$ cat src/rtl/dafilt_pkg.sv
// Package: shared constants, class type and the byte-wide hash CRC step.
// Assumes the configuration bit positions are fixed by the software view.
package dafilt_pkg;

    localparam logic [31:0] HASH_CRC_SEED = 32'hFFFF_FFFF;
    // Feedback constant with bit 0 folded in (the step always sets bit 0 on carry).
    localparam logic [31:0] HASH_CRC_POLY = 32'h04C1_1DB7;

    localparam int CFG_BCAST_BIT   = 2;
    localparam int CFG_MCAST_BIT   = 3;
    localparam int CFG_PROMISC_BIT = 4;

    typedef enum logic [1:0] {
        DST_UNICAST   = 2'd0,
        DST_GROUP     = 2'd1,
        DST_BROADCAST = 2'd2
    } dst_class_e;

    // Advance the hash CRC over one byte, least significant bit first.
    function automatic logic [31:0] hash_crc_byte(input logic [31:0] crc_in,
                                                  input logic [7:0]  data);
        logic [31:0] acc;
        logic        fb;
        acc = crc_in;
        for (int i = 0; i < 8; i++) begin
            fb  = acc[31] ^ data[i];
            acc = {acc[30:0], 1'b0};
            if (fb) begin
                acc = acc ^ HASH_CRC_POLY;
            end
        end
        return acc;
    endfunction

endpackage

$ cat src/rtl/dafilt_regs.sv
// Module: dafilt_regs
// Holds the station address bytes and the group hash table bytes, written
// one byte at a time. Assumes ADDR_BYTES and TBL_BYTES both fit in OFF_W
// bits of offset; offsets past ADDR_BYTES on the station side are dropped.
module dafilt_regs #(
    parameter int ADDR_BYTES = 6,
    parameter int TBL_BYTES  = 8,
    parameter int OFF_W      = 3
) (
    input  logic                    clk,
    input  logic                    rst_n,
    input  logic                    wr_en,
    input  logic                    wr_sel,
    input  logic [OFF_W-1:0]        wr_off,
    input  logic [7:0]              wr_data,
    output logic [8*ADDR_BYTES-1:0] station,
    output logic [8*TBL_BYTES-1:0]  hash_bits
);

    logic [7:0] sta_q [ADDR_BYTES];
    logic [7:0] tbl_q [TBL_BYTES];

    for (genvar g = 0; g < ADDR_BYTES; g++) begin : g_sta
        // Station byte g: loaded by a station-side write at offset g.
        always_ff @(posedge clk) begin
            if (!rst_n) begin
                sta_q[g] <= '0;
            end else if (wr_en && !wr_sel && (wr_off == OFF_W'(g))) begin
                sta_q[g] <= wr_data;
            end
        end
        assign station[8*g +: 8] = sta_q[g];
    end

    for (genvar g = 0; g < TBL_BYTES; g++) begin : g_tbl
        // Hash byte g: loaded by a table-side write at offset g.
        always_ff @(posedge clk) begin
            if (!rst_n) begin
                tbl_q[g] <= '0;
            end else if (wr_en && wr_sel && (wr_off == OFF_W'(g))) begin
                tbl_q[g] <= wr_data;
            end
        end
        assign hash_bits[8*g +: 8] = tbl_q[g];
    end

endmodule

$ cat src/rtl/dafilt_seq.sv
// Module: dafilt_seq
// Tracks the position of the incoming byte within the destination address.
// A byte flagged first always restarts at lane 0; unflagged bytes count only
// while inside an address. Assumes ADDR_BYTES >= 2.
module dafilt_seq #(
    parameter int ADDR_BYTES = 6,
    parameter int LANE_W     = 3,
    parameter int CNT_W      = 3
) (
    input  logic              clk,
    input  logic              rst_n,
    input  logic              byte_vld,
    input  logic              byte_first,
    output logic              take,
    output logic [LANE_W-1:0] lane,
    output logic              last
);

    logic [CNT_W-1:0] cnt_q;
    logic             in_addr;

    // Inside an address: at least one byte taken, not all of them yet.
    assign in_addr = (cnt_q != '0) && (cnt_q < CNT_W'(ADDR_BYTES));
    assign take    = byte_vld && (byte_first || in_addr);
    assign lane    = byte_first ? '0 : LANE_W'(cnt_q);
    assign last    = take && (lane == LANE_W'(ADDR_BYTES - 1));

    // Count taken bytes; saturates at ADDR_BYTES until the next first byte.
    always_ff @(posedge clk) begin
        if (!rst_n) begin
            cnt_q <= '0;
        end else if (take) begin
            cnt_q <= CNT_W'(lane) + CNT_W'(1);
        end
    end

endmodule

$ cat src/rtl/dafilt_crc.sv
// Module: dafilt_crc
// Byte-parallel hash CRC: every taken byte advances the CRC by eight bit
// steps in one cycle; a first byte starts again from the seed.
module dafilt_crc
    import dafilt_pkg::*;
#(
    parameter int HASH_W = 6
) (
    input  logic              clk,
    input  logic              rst_n,
    input  logic              take,
    input  logic              first,
    input  logic [7:0]        data,
    output logic [HASH_W-1:0] hash_idx
);

    logic [31:0] crc_q;
    logic [31:0] crc_base;

    assign crc_base = first ? HASH_CRC_SEED : crc_q;

    // CRC register: one unrolled byte step per taken byte.
    always_ff @(posedge clk) begin
        if (!rst_n) begin
            crc_q <= HASH_CRC_SEED;
        end else if (take) begin
            crc_q <= hash_crc_byte(crc_base, data);
        end
    end

    assign hash_idx = crc_q[31 -: HASH_W];

endmodule

$ cat src/rtl/dafilt_cmp.sv
// Module: dafilt_cmp
// Accumulates, byte by byte, whether the address equals the station address
// and whether it is all ones, and captures the group bit of the first byte.
module dafilt_cmp #(
    parameter int ADDR_BYTES = 6,
    parameter int LANE_W     = 3
) (
    input  logic                    clk,
    input  logic                    rst_n,
    input  logic                    take,
    input  logic                    first,
    input  logic [LANE_W-1:0]       lane,
    input  logic [7:0]              data,
    input  logic [8*ADDR_BYTES-1:0] station,
    output logic                    uni_hit,
    output logic                    all_ones,
    output logic                    grp_bit
);

    logic [7:0] sta_byte;
    logic       uni_prev;
    logic       ones_prev;

    assign sta_byte  = station[8*lane +: 8];
    assign uni_prev  = first ? 1'b1 : uni_hit;
    assign ones_prev = first ? 1'b1 : all_ones;

    // Running equality against the station byte of the same lane.
    always_ff @(posedge clk) begin
        if (!rst_n) begin
            uni_hit <= 1'b0;
        end else if (take) begin
            uni_hit <= uni_prev && (data == sta_byte);
        end
    end

    // Running all-ones test for broadcast detection.
    always_ff @(posedge clk) begin
        if (!rst_n) begin
            all_ones <= 1'b0;
        end else if (take) begin
            all_ones <= ones_prev && (data == 8'hFF);
        end
    end

    // Group bit: bit 0 of the first address byte.
    always_ff @(posedge clk) begin
        if (!rst_n) begin
            grp_bit <= 1'b0;
        end else if (take && first) begin
            grp_bit <= data[0];
        end
    end

endmodule

$ cat src/rtl/dafilt_top.sv
// Module: dafilt_top
// Destination address filter. The address streams through a byte position
// tracker, a byte-parallel hash CRC and a comparator; one cycle after the
// last address byte is captured, the verdict is formed from the address
// class, the enables in rx_cfg and the hash table, and registered with a
// one-cycle strobe. Assumes ADDR_BYTES >= 2 and HASH_W >= 3.
module dafilt_top
    import dafilt_pkg::*;
#(
    parameter int ADDR_BYTES = 6,
    parameter int HASH_W     = 6
) (
    input  logic        clk,
    input  logic        rst_n,
    input  logic        byte_vld,
    input  logic        byte_first,
    input  logic [7:0]  byte_data,
    input  logic [7:0]  rx_cfg,
    input  logic        reg_wr,
    input  logic        reg_sel,
    input  logic [2:0]  reg_off,
    input  logic [7:0]  reg_wdata,
    output logic        dec_valid,
    output logic        dec_accept,
    output logic        dec_group
);

    localparam int TBL_BITS  = 1 << HASH_W;
    localparam int TBL_BYTES = TBL_BITS / 8;
    localparam int LANE_W    = $clog2(ADDR_BYTES);
    localparam int CNT_W     = $clog2(ADDR_BYTES + 1);
    localparam int OFF_W     = 3;

    logic [8*ADDR_BYTES-1:0] station;
    logic [TBL_BITS-1:0]     hash_bits;
    logic                    take;
    logic [LANE_W-1:0]       lane;
    logic                    last;
    logic [HASH_W-1:0]       hash_idx;
    logic                    uni_hit;
    logic                    all_ones;
    logic                    grp_bit;
    logic                    pend_q;
    dst_class_e              cls;
    logic                    accept_d;

    dafilt_regs #(
        .ADDR_BYTES (ADDR_BYTES),
        .TBL_BYTES  (TBL_BYTES),
        .OFF_W      (OFF_W)
    ) u_regs (
        .clk       (clk),
        .rst_n     (rst_n),
        .wr_en     (reg_wr),
        .wr_sel    (reg_sel),
        .wr_off    (reg_off),
        .wr_data   (reg_wdata),
        .station   (station),
        .hash_bits (hash_bits)
    );

    dafilt_seq #(
        .ADDR_BYTES (ADDR_BYTES),
        .LANE_W     (LANE_W),
        .CNT_W      (CNT_W)
    ) u_seq (
        .clk        (clk),
        .rst_n      (rst_n),
        .byte_vld   (byte_vld),
        .byte_first (byte_first),
        .take       (take),
        .lane       (lane),
        .last       (last)
    );

    dafilt_crc #(
        .HASH_W (HASH_W)
    ) u_crc (
        .clk      (clk),
        .rst_n    (rst_n),
        .take     (take),
        .first    (byte_first),
        .data     (byte_data),
        .hash_idx (hash_idx)
    );

    dafilt_cmp #(
        .ADDR_BYTES (ADDR_BYTES),
        .LANE_W     (LANE_W)
    ) u_cmp (
        .clk      (clk),
        .rst_n    (rst_n),
        .take     (take),
        .first    (byte_first),
        .lane     (lane),
        .data     (byte_data),
        .station  (station),
        .uni_hit  (uni_hit),
        .all_ones (all_ones),
        .grp_bit  (grp_bit)
    );

    // Remember that the last address byte was captured this cycle.
    always_ff @(posedge clk) begin
        if (!rst_n) begin
            pend_q <= 1'b0;
        end else begin
            pend_q <= last;
        end
    end

    // Classify the finished address: broadcast outranks group.
    always_comb begin
        if (all_ones) begin
            cls = DST_BROADCAST;
        end else if (grp_bit) begin
            cls = DST_GROUP;
        end else begin
            cls = DST_UNICAST;
        end
    end

    // Verdict from class, enables and the selected hash table entry.
    always_comb begin
        unique case (cls)
            DST_BROADCAST: accept_d = rx_cfg[CFG_BCAST_BIT];
            DST_GROUP:     accept_d = rx_cfg[CFG_MCAST_BIT] && hash_bits[hash_idx];
            default:       accept_d = uni_hit;
        endcase
        if (rx_cfg[CFG_PROMISC_BIT]) begin
            accept_d = 1'b1;
        end
    end

    // Register the strobe and the held verdict flags.
    always_ff @(posedge clk) begin
        if (!rst_n) begin
            dec_valid  <= 1'b0;
            dec_accept <= 1'b0;
            dec_group  <= 1'b0;
        end else begin
            dec_valid <= pend_q;
            if (pend_q) begin
                dec_accept <= accept_d;
                dec_group  <= grp_bit;
            end
        end
    end

endmodule

$ cat config.mk
export PLATFORM = sky130hd
export DESIGN_NAME = dafilt_top
export DESIGN_NICKNAME = d
export VERILOG_FILES = /design/src/rtl/dafilt_pkg.sv /design/src/rtl/dafilt_regs.sv /design/src/rtl/dafilt_seq.sv /design/src/rtl/dafilt_crc.sv /design/src/rtl/dafilt_cmp.sv /design/src/rtl/dafilt_top.sv
export SDC_FILE = /design/constraint.sdc
export NUM_CORES = 1
export LEC_CHECK = 0
export CORE_MARGIN = 2
export CORE_UTILIZATION = 62
export DETAILED_ROUTE_END_ITERATION = 12
export GPL_ROUTABILITY_DRIVEN = 0
export GPL_TIMING_DRIVEN = 0
export PLACE_DENSITY = 0.92
export SETUP_SLACK_MARGIN = 0.05
export SLEW_MARGIN = 20
export SYNTH_ARGS = -nofsm -noshare
export SYNTH_HDL_FRONTEND = slang
export SYNTH_HIERARCHICAL = 1
export SYNTH_SLANG_ARGS = --single-unit
$ cat constraint.sdc
create_clock -name clk -period 2.3 [get_ports clk]
set_input_delay 0.46 -clock clk [delete_from_list [all_inputs] [get_ports clk]]
set_output_delay 0.46 -clock clk [all_outputs]
set_load 0.03 [all_outputs]
== Word-level counts from Yosys, hierarchy flattened ==
Memories as Yosys holds them, arrays and structs flattened.
Cells that the tools add are included.

* Flip-flop bits (word level): 42
* Memories kept: 2
* Memory bits (writable): 112

* Bitwise logic cells: 30
* Equal/unequal tests: 12
* Shift operators: 1
* Reduce and logical (&&, ||, !) cells: 27
* Magnitude comparators: 2
* Mux-type cells: 89
* Add/sub/neg operators: 1

{| class="wikitable"
|+ Memories
! memory !! words !! width !! rd ports !! clocked after Yosys merged registers in !! wr ports !! RTL line !! text
|-
| u_regs.tbl_q || 8 || 8 || 8 || 0 || 8 || dafilt_regs.sv:21 || <nowiki>logic [7:0] tbl_q [TBL_BYTES];</nowiki>
|-
| u_regs.sta_q || 6 || 8 || 6 || 0 || 6 || dafilt_regs.sv:20 || <nowiki>logic [7:0] sta_q [ADDR_BYTES];</nowiki>
|}

{| class="wikitable"
|+ Operator list
! kind !! number
|-
| $mux W32 || 15
|-
| $mux W27 || 8
|-
| $mux W8 || 14
|-
| $not A14 Y14 || 8
|-
| $mux W1 || 48
|-
| $shiftx A48 B7 Y8 || 1
|-
| $logic_and A1 B1 Y1 || 23
|-
| $eq A3 B3 Y1 const B || 5
|-
| $or A1 B1 Y1 || 14
|-
| $eq A8 B8 Y1 || 1
|-
| $eq A8 B8 Y1 const B || 1
|-
| $xor A1 B1 Y1 || 8
|-
| $lt A6 B7 Y1 const B || 1
|-
| $bmux W1 S6 || 1
|-
| $eq A3 B2 Y1 const B || 2
|-
| $add A3 B1 Y3 const B || 1
|-
| $eq A3 B1 Y1 const B || 1
|-
| $logic_not A3 Y1 || 1
|-
| $lt A3 B3 Y1 const B || 1
|-
| $mux W3 || 1
|-
| $reduce_bool A3 Y1 || 1
|-
| $eq A2 B1 Y1 const B || 1
|-
| $eq A2 B2 Y1 const B || 1
|-
| $mux W2 || 1
|-
| 3 further kinds || 3
|}

== Logic depth before layout (Yosys ltp) ==
* Word-level depth: 32
* Depth in mapped cells: 11
* Depth with buffers taken out: 8

== By module ==
Netlist, hierarchy kept.

{| class="wikitable"
|+ Modules (own cells, without submodules)
! module !! instances !! area an instance (um^2) !! seq. area each (um^2) !! cells an instance
|-
| dafilt_regs || 1 || 4611.9 || 3363.2 || 299
|-
| dafilt_crc || 1 || 2593.7 || 640.6 || 311
|-
| dafilt_cmp || 1 || 785.8 || 60.1 || 98
|-
| dafilt_top || 1 || 721.9 || 80.1 || 58
|-
| dafilt_seq || 1 || 249.0 || 60.1 || 32
|}

== Worst setup path after synthesis ==
OpenSTA, ideal clock, no wires.

* Kind: input port to flip-flop
* From: input byte_first
* To: register u_cmp.uni_hit
* Path buffers: 2
* Library setup time: 70 ps
* Stages on the path: 10
* Path slack: 154 ps
* Arrival: 2077 ps
* Path through: nand2b_1 inv_1 buf_6 clkbuf_1 mux2i_1 xnor2_1 o22ai_1 o22ai_1 or4_1 a21oi_1

* Word-level cells in the longest chain between the ends: 4
* Elaborated cells between the ends (all ways): 7

{| class="wikitable"
|+ RTL lines
! what !! RTL line !! text
|-
| start: declaration || dafilt_top.sv:16 || <nowiki>input logic byte_first,</nowiki>
|-
| $mux W3 || dafilt_seq.sv:25 || <nowiki>assign lane = byte_first ? '0 : LANE_W'(cnt_q);</nowiki>
|-
| named net lane[1] || dafilt_top.sv:37 || <nowiki>logic [LANE_W-1:0] lane;</nowiki>
|-
| $shiftx A48 B7 Y8 || dafilt_cmp.sv:24 || <nowiki>assign sta_byte = station[8*lane +: 8];</nowiki>
|-
| $eq A8 B8 Y1 || dafilt_cmp.sv:33 || <nowiki>uni_hit <= uni_prev && (data == sta_byte);</nowiki>
|-
| $logic_and A1 B1 Y1 || dafilt_cmp.sv:33 ||
|-
| end signal: assignment || dafilt_cmp.sv:33 ||
|-
| end: declaration || dafilt_cmp.sv:15 || <nowiki>output logic uni_hit,</nowiki>
|}

The timed path passes the listed nets, and every way through them passes these cells.
A chain may end at the register's enable or synchronous reset.

== Final worst setup path ==
* From: register u_seq.cnt_q[0]
* To: register u_cmp.uni_hit

* Word-level cells in the longest chain between the ends: 4
* Elaborated cells between the ends (all ways): 9

{| class="wikitable"
|+ RTL lines
! what !! RTL line !! text
|-
| start: declaration || dafilt_seq.sv:19 || <nowiki>logic [CNT_W-1:0] cnt_q;</nowiki>
|-
| start signal: assignment || dafilt_seq.sv:33 || <nowiki>cnt_q <= CNT_W'(lane) + CNT_W'(1);</nowiki>
|-
| $mux W3 || dafilt_seq.sv:25 ||
|-
| named net lane[0] || dafilt_top.sv:37 ||
|-
| $shiftx A48 B7 Y8 || dafilt_cmp.sv:24 ||
|-
| $eq A8 B8 Y1 || dafilt_cmp.sv:33 ||
|-
| $logic_and A1 B1 Y1 || dafilt_cmp.sv:33 ||
|}

The timed path passes the listed nets, and every way through them passes these cells.

==> results.yml <==
finish:
  area_delta_synth_final_pct: 13.8
  design_area_sq_um: 10200
  layout.nets: 883
  final_cell_mix: "112 x edfxtp_1, 75 x xnor2_1, 64 x nor3_1"
  n_fill_cell: 862
  layout.area.seq_sq_um: 4210
  final_common_cell: "edfxtp_1"
  multi_input_area_sq_um: 4370
  final_layout_size_suffix_gt1_share_pct: 22.8
  antenna_cells: 0
  final_util_pct: 72.9
critical_path:
  cp_slowest_cell: "or4_4"
  cp_max_fo: 10
  cp-start-kind: "flop"
  criticalPathCategory: "reg -> reg"
  cp_slowest_stage_delay_ns: 0.53
  arrival_ns: 2.69
  critPathBufInv: 1
  crit_path_start: "u_seq/cnt_q[0]$_SDFFE_PN0P_"
  cp_top_family: "simple AND/OR/NAND/NOR gates"
  reg2reg_from: "u_seq/cnt_q[0]$_SDFFE_PN0P_"
  cp-end-kind: "flop"
  cp_cell_sequence: "nor2b_4 -> buf_6 -> mux2i_2 -> or3_1 -> and3_1 -> o22ai_1 -> or4_4 -> a21oi_2"
  crit_required_ns: 2.66
synthesis:
  seq_area_frac_synth_pct: 46.9
  synth_cells: 798
  synth_edf_count: 112
  async_reset_ff_share_pct: 0
  ys.flop_type: "edfxtp_1"
  ys_types: 72
  syn_area_sq_um: 8960
  syn_area_per_cell_sq_um: 11.2
  synth_seq_cells: 154
  syn_nets: 833
  yosysWarnings: 6
global_routing:
  grt_max_degree: 19
  antenna_found_initial: 0
  grt_pass1_vias: 6738
  grt_pass1_wl_mm: 36.5
  grt-ovfl-total: 0
  grt_use_total_pct: 30.4
drt:
  vias: 6936
  routed_wl_mm: 23.6
  viasPerCell: 6.66
  wl_per_cell_um: 22.7
  drt_iter0_drc: 1037
  drc: 0
  ant_nets: 0
  dr.pass1.iters: 6
placement:
  hpwl_mm: 15.2
  post_dp_cell_area_sq_um: 9480
  portBuffers: 29
clocking:
  cts.sink_count: 154
  clockRootBuffer: "clkbuf_16"
  htree_levels: 4
  cts_tree: "yes"
  cts_made_buffers: 17
  clock_latency_ns: 0.44
  clockBufferDepth: 2
  path_clk_slew_ns: 0.06
power_and_ir_drop:
  vdd_drop_max_mv: 0.603
  power_w: 0.00754
  pwr_density_cell_nw_per_um2: 739
  p_leak_nw: 3.48
timing:
  min_period_over_period_pct: 101
  hold_viol_final: 0
  report.final.slew_viol_count: 0
  grt_setup_unrepaired: "yes"
  tns_ns: -0.0417
  clock_skew_ns: 0.00918
  worstMarginPinSlew_ns: 0.852
  setup_viol: 2
  fin_crit_ns: 2.33
  fmax_mhz: 429
  max-slew-margin-rel_pct: 43.2
  setup_ws_ns: -0.0305
job:
  cap_violations: 0
die:
  initial_core_util_pct: 64.1
  die_h_um: 124
  design.core.area_sq_um: 14000
  num_io_pins: 36
  fp-row-count: 43
  die_area_sq_um: 15400
  die_w_um: 124
outcome:
  violations: "setup timing"
  status: "finished, violations left"
min_path:
  hp-start: "u_crc/crc_q[19]$_SDFFE_PN1P_"
  min_path_type: "reg -> reg"
final cells by class:
type	instances	share of cell area [%]
buffer	80	4.97
clock buffer	20	4.28
clock inverter	12	0.871
inverter	13	0.478
multi-input combinational	550	42.8
sequential	154	41.2
tap	180	2.21
timing repair buffer	32	3.12
cells by family after synthesis:
kind of cell    Yosys count  synth area share [%]
compound gates          113                  7.89
xor+xnor                106                  11.9
fa+ha+maj                 2                 0.279
buf+inv                  94                  5.84
flops                   154                  46.9
mux                      55                  8.33
simple gates            274                  18.8
timing repair:
action / 4_1_cts / 5_1_grt
endpoints found under the setup margin: 115 / 19
buffers inserted: 3 / 0
hold endpoints to repair: 0 / 0
hold buffers: 0 / 0
pin swaps: 1 / 2
gates resized for setup: 20 / 42
synth_stat cells, drive strengths merged, types with 2 or more instances:
cell type	count	area, sq um
nor3b	3	22.5
nand2b	10	62.6
nor2b	5	31.3
mux2i	39	390
mux4	15	345
nand2	37	154
buf	68	424
nand3b	3	22.5
xnor2	80	742
and3	9	61.3
a211oi	9	72.6
nand3	8	50.1
nor2	52	200
o21ai	50	258
inv	13	48.8
o22ai	13	81.3
dfxtp	42	841
and2	4	26.3
or2	2	12.5
nor4	32	313
edfxtp	112	3360
nand4	3	25.0
nor3	89	566
xnor3	3	67.6
ha	2	25.0
o211ai	18	135
clkbuf	13	50.0
a21oi	10	50.1
nand4b	2	32.5
or3	11	68.8
xor2	22	234
tightest hold or removal path: cells and delay by family, from the launching register on:
kind | cells | cell delay [ns]
flip-flops | 1 | 0.32
multiplexers | 1 | 0.07
AND/OR/NAND/NOR | 1 | 0.06
stage by stage:
step	cells	hold slack (ns)	worst slack, ns
global route	1041	0.510	-0.128
detailed placement	1007	0.461	-0.923
global placement	1007	0.458	-0.906
floorplan	798	0.442	0.154
finish	1041	0.477	-0.0305
CTS	1042	0.476	-0.102
worst paths after layout:
kind | to | slack (ns) | cells past startpoint
worst max-delay path | u_cmp/uni_hit$_SDFFE_PN0P_ | -0.03 | 8
worst min-delay path | u_crc/crc_q[19]$_SDFFE_PN1P_ | 0.48 | 2
worst min register to register | u_crc/crc_q[19]$_SDFFE_PN1P_ | 0.48 | 2
worst max register to register | u_cmp/uni_hit$_SDFFE_PN0P_ | -0.03 | 8
power breakdown:
| group | leakage (nW) | switching [W] | internal, W | total, W |
|---|---|---|---|---|
| clock network | 0.251 | 0.00118 | 0.00139 | 0.00257 |
| logic | 1.81 | 0.000953 | 0.000730 | 0.00168 |
| registers | 1.42 | 0.000111 | 0.00317 | 0.00328 |
| total | 3.48 | 0.00225 | 0.00529 | 0.00754 |
routing by layer:
layer	up-vias	global-route usage (%)	share of wire [%]
met5	-	0	0
met4	0	14.9	4.9
met3	111	6.37	8.8
met2	482	50.1	49
met1	3325	38.2	37
li1	3018	-	-
state kept, by name, indices dropped and copies added (netlist names):
name	count
dec_valid	1
u_regs/sta_q	48
u_cmp/all_ones	1
pend_q	1
u_seq/cnt_q	3
u_cmp/uni_hit	1
u_crc/crc_q	32
dec_group	1
u_cmp/grp_bit	1
dec_accept	1
u_regs/tbl_q	64
Power figures use the tool's default switching activity.
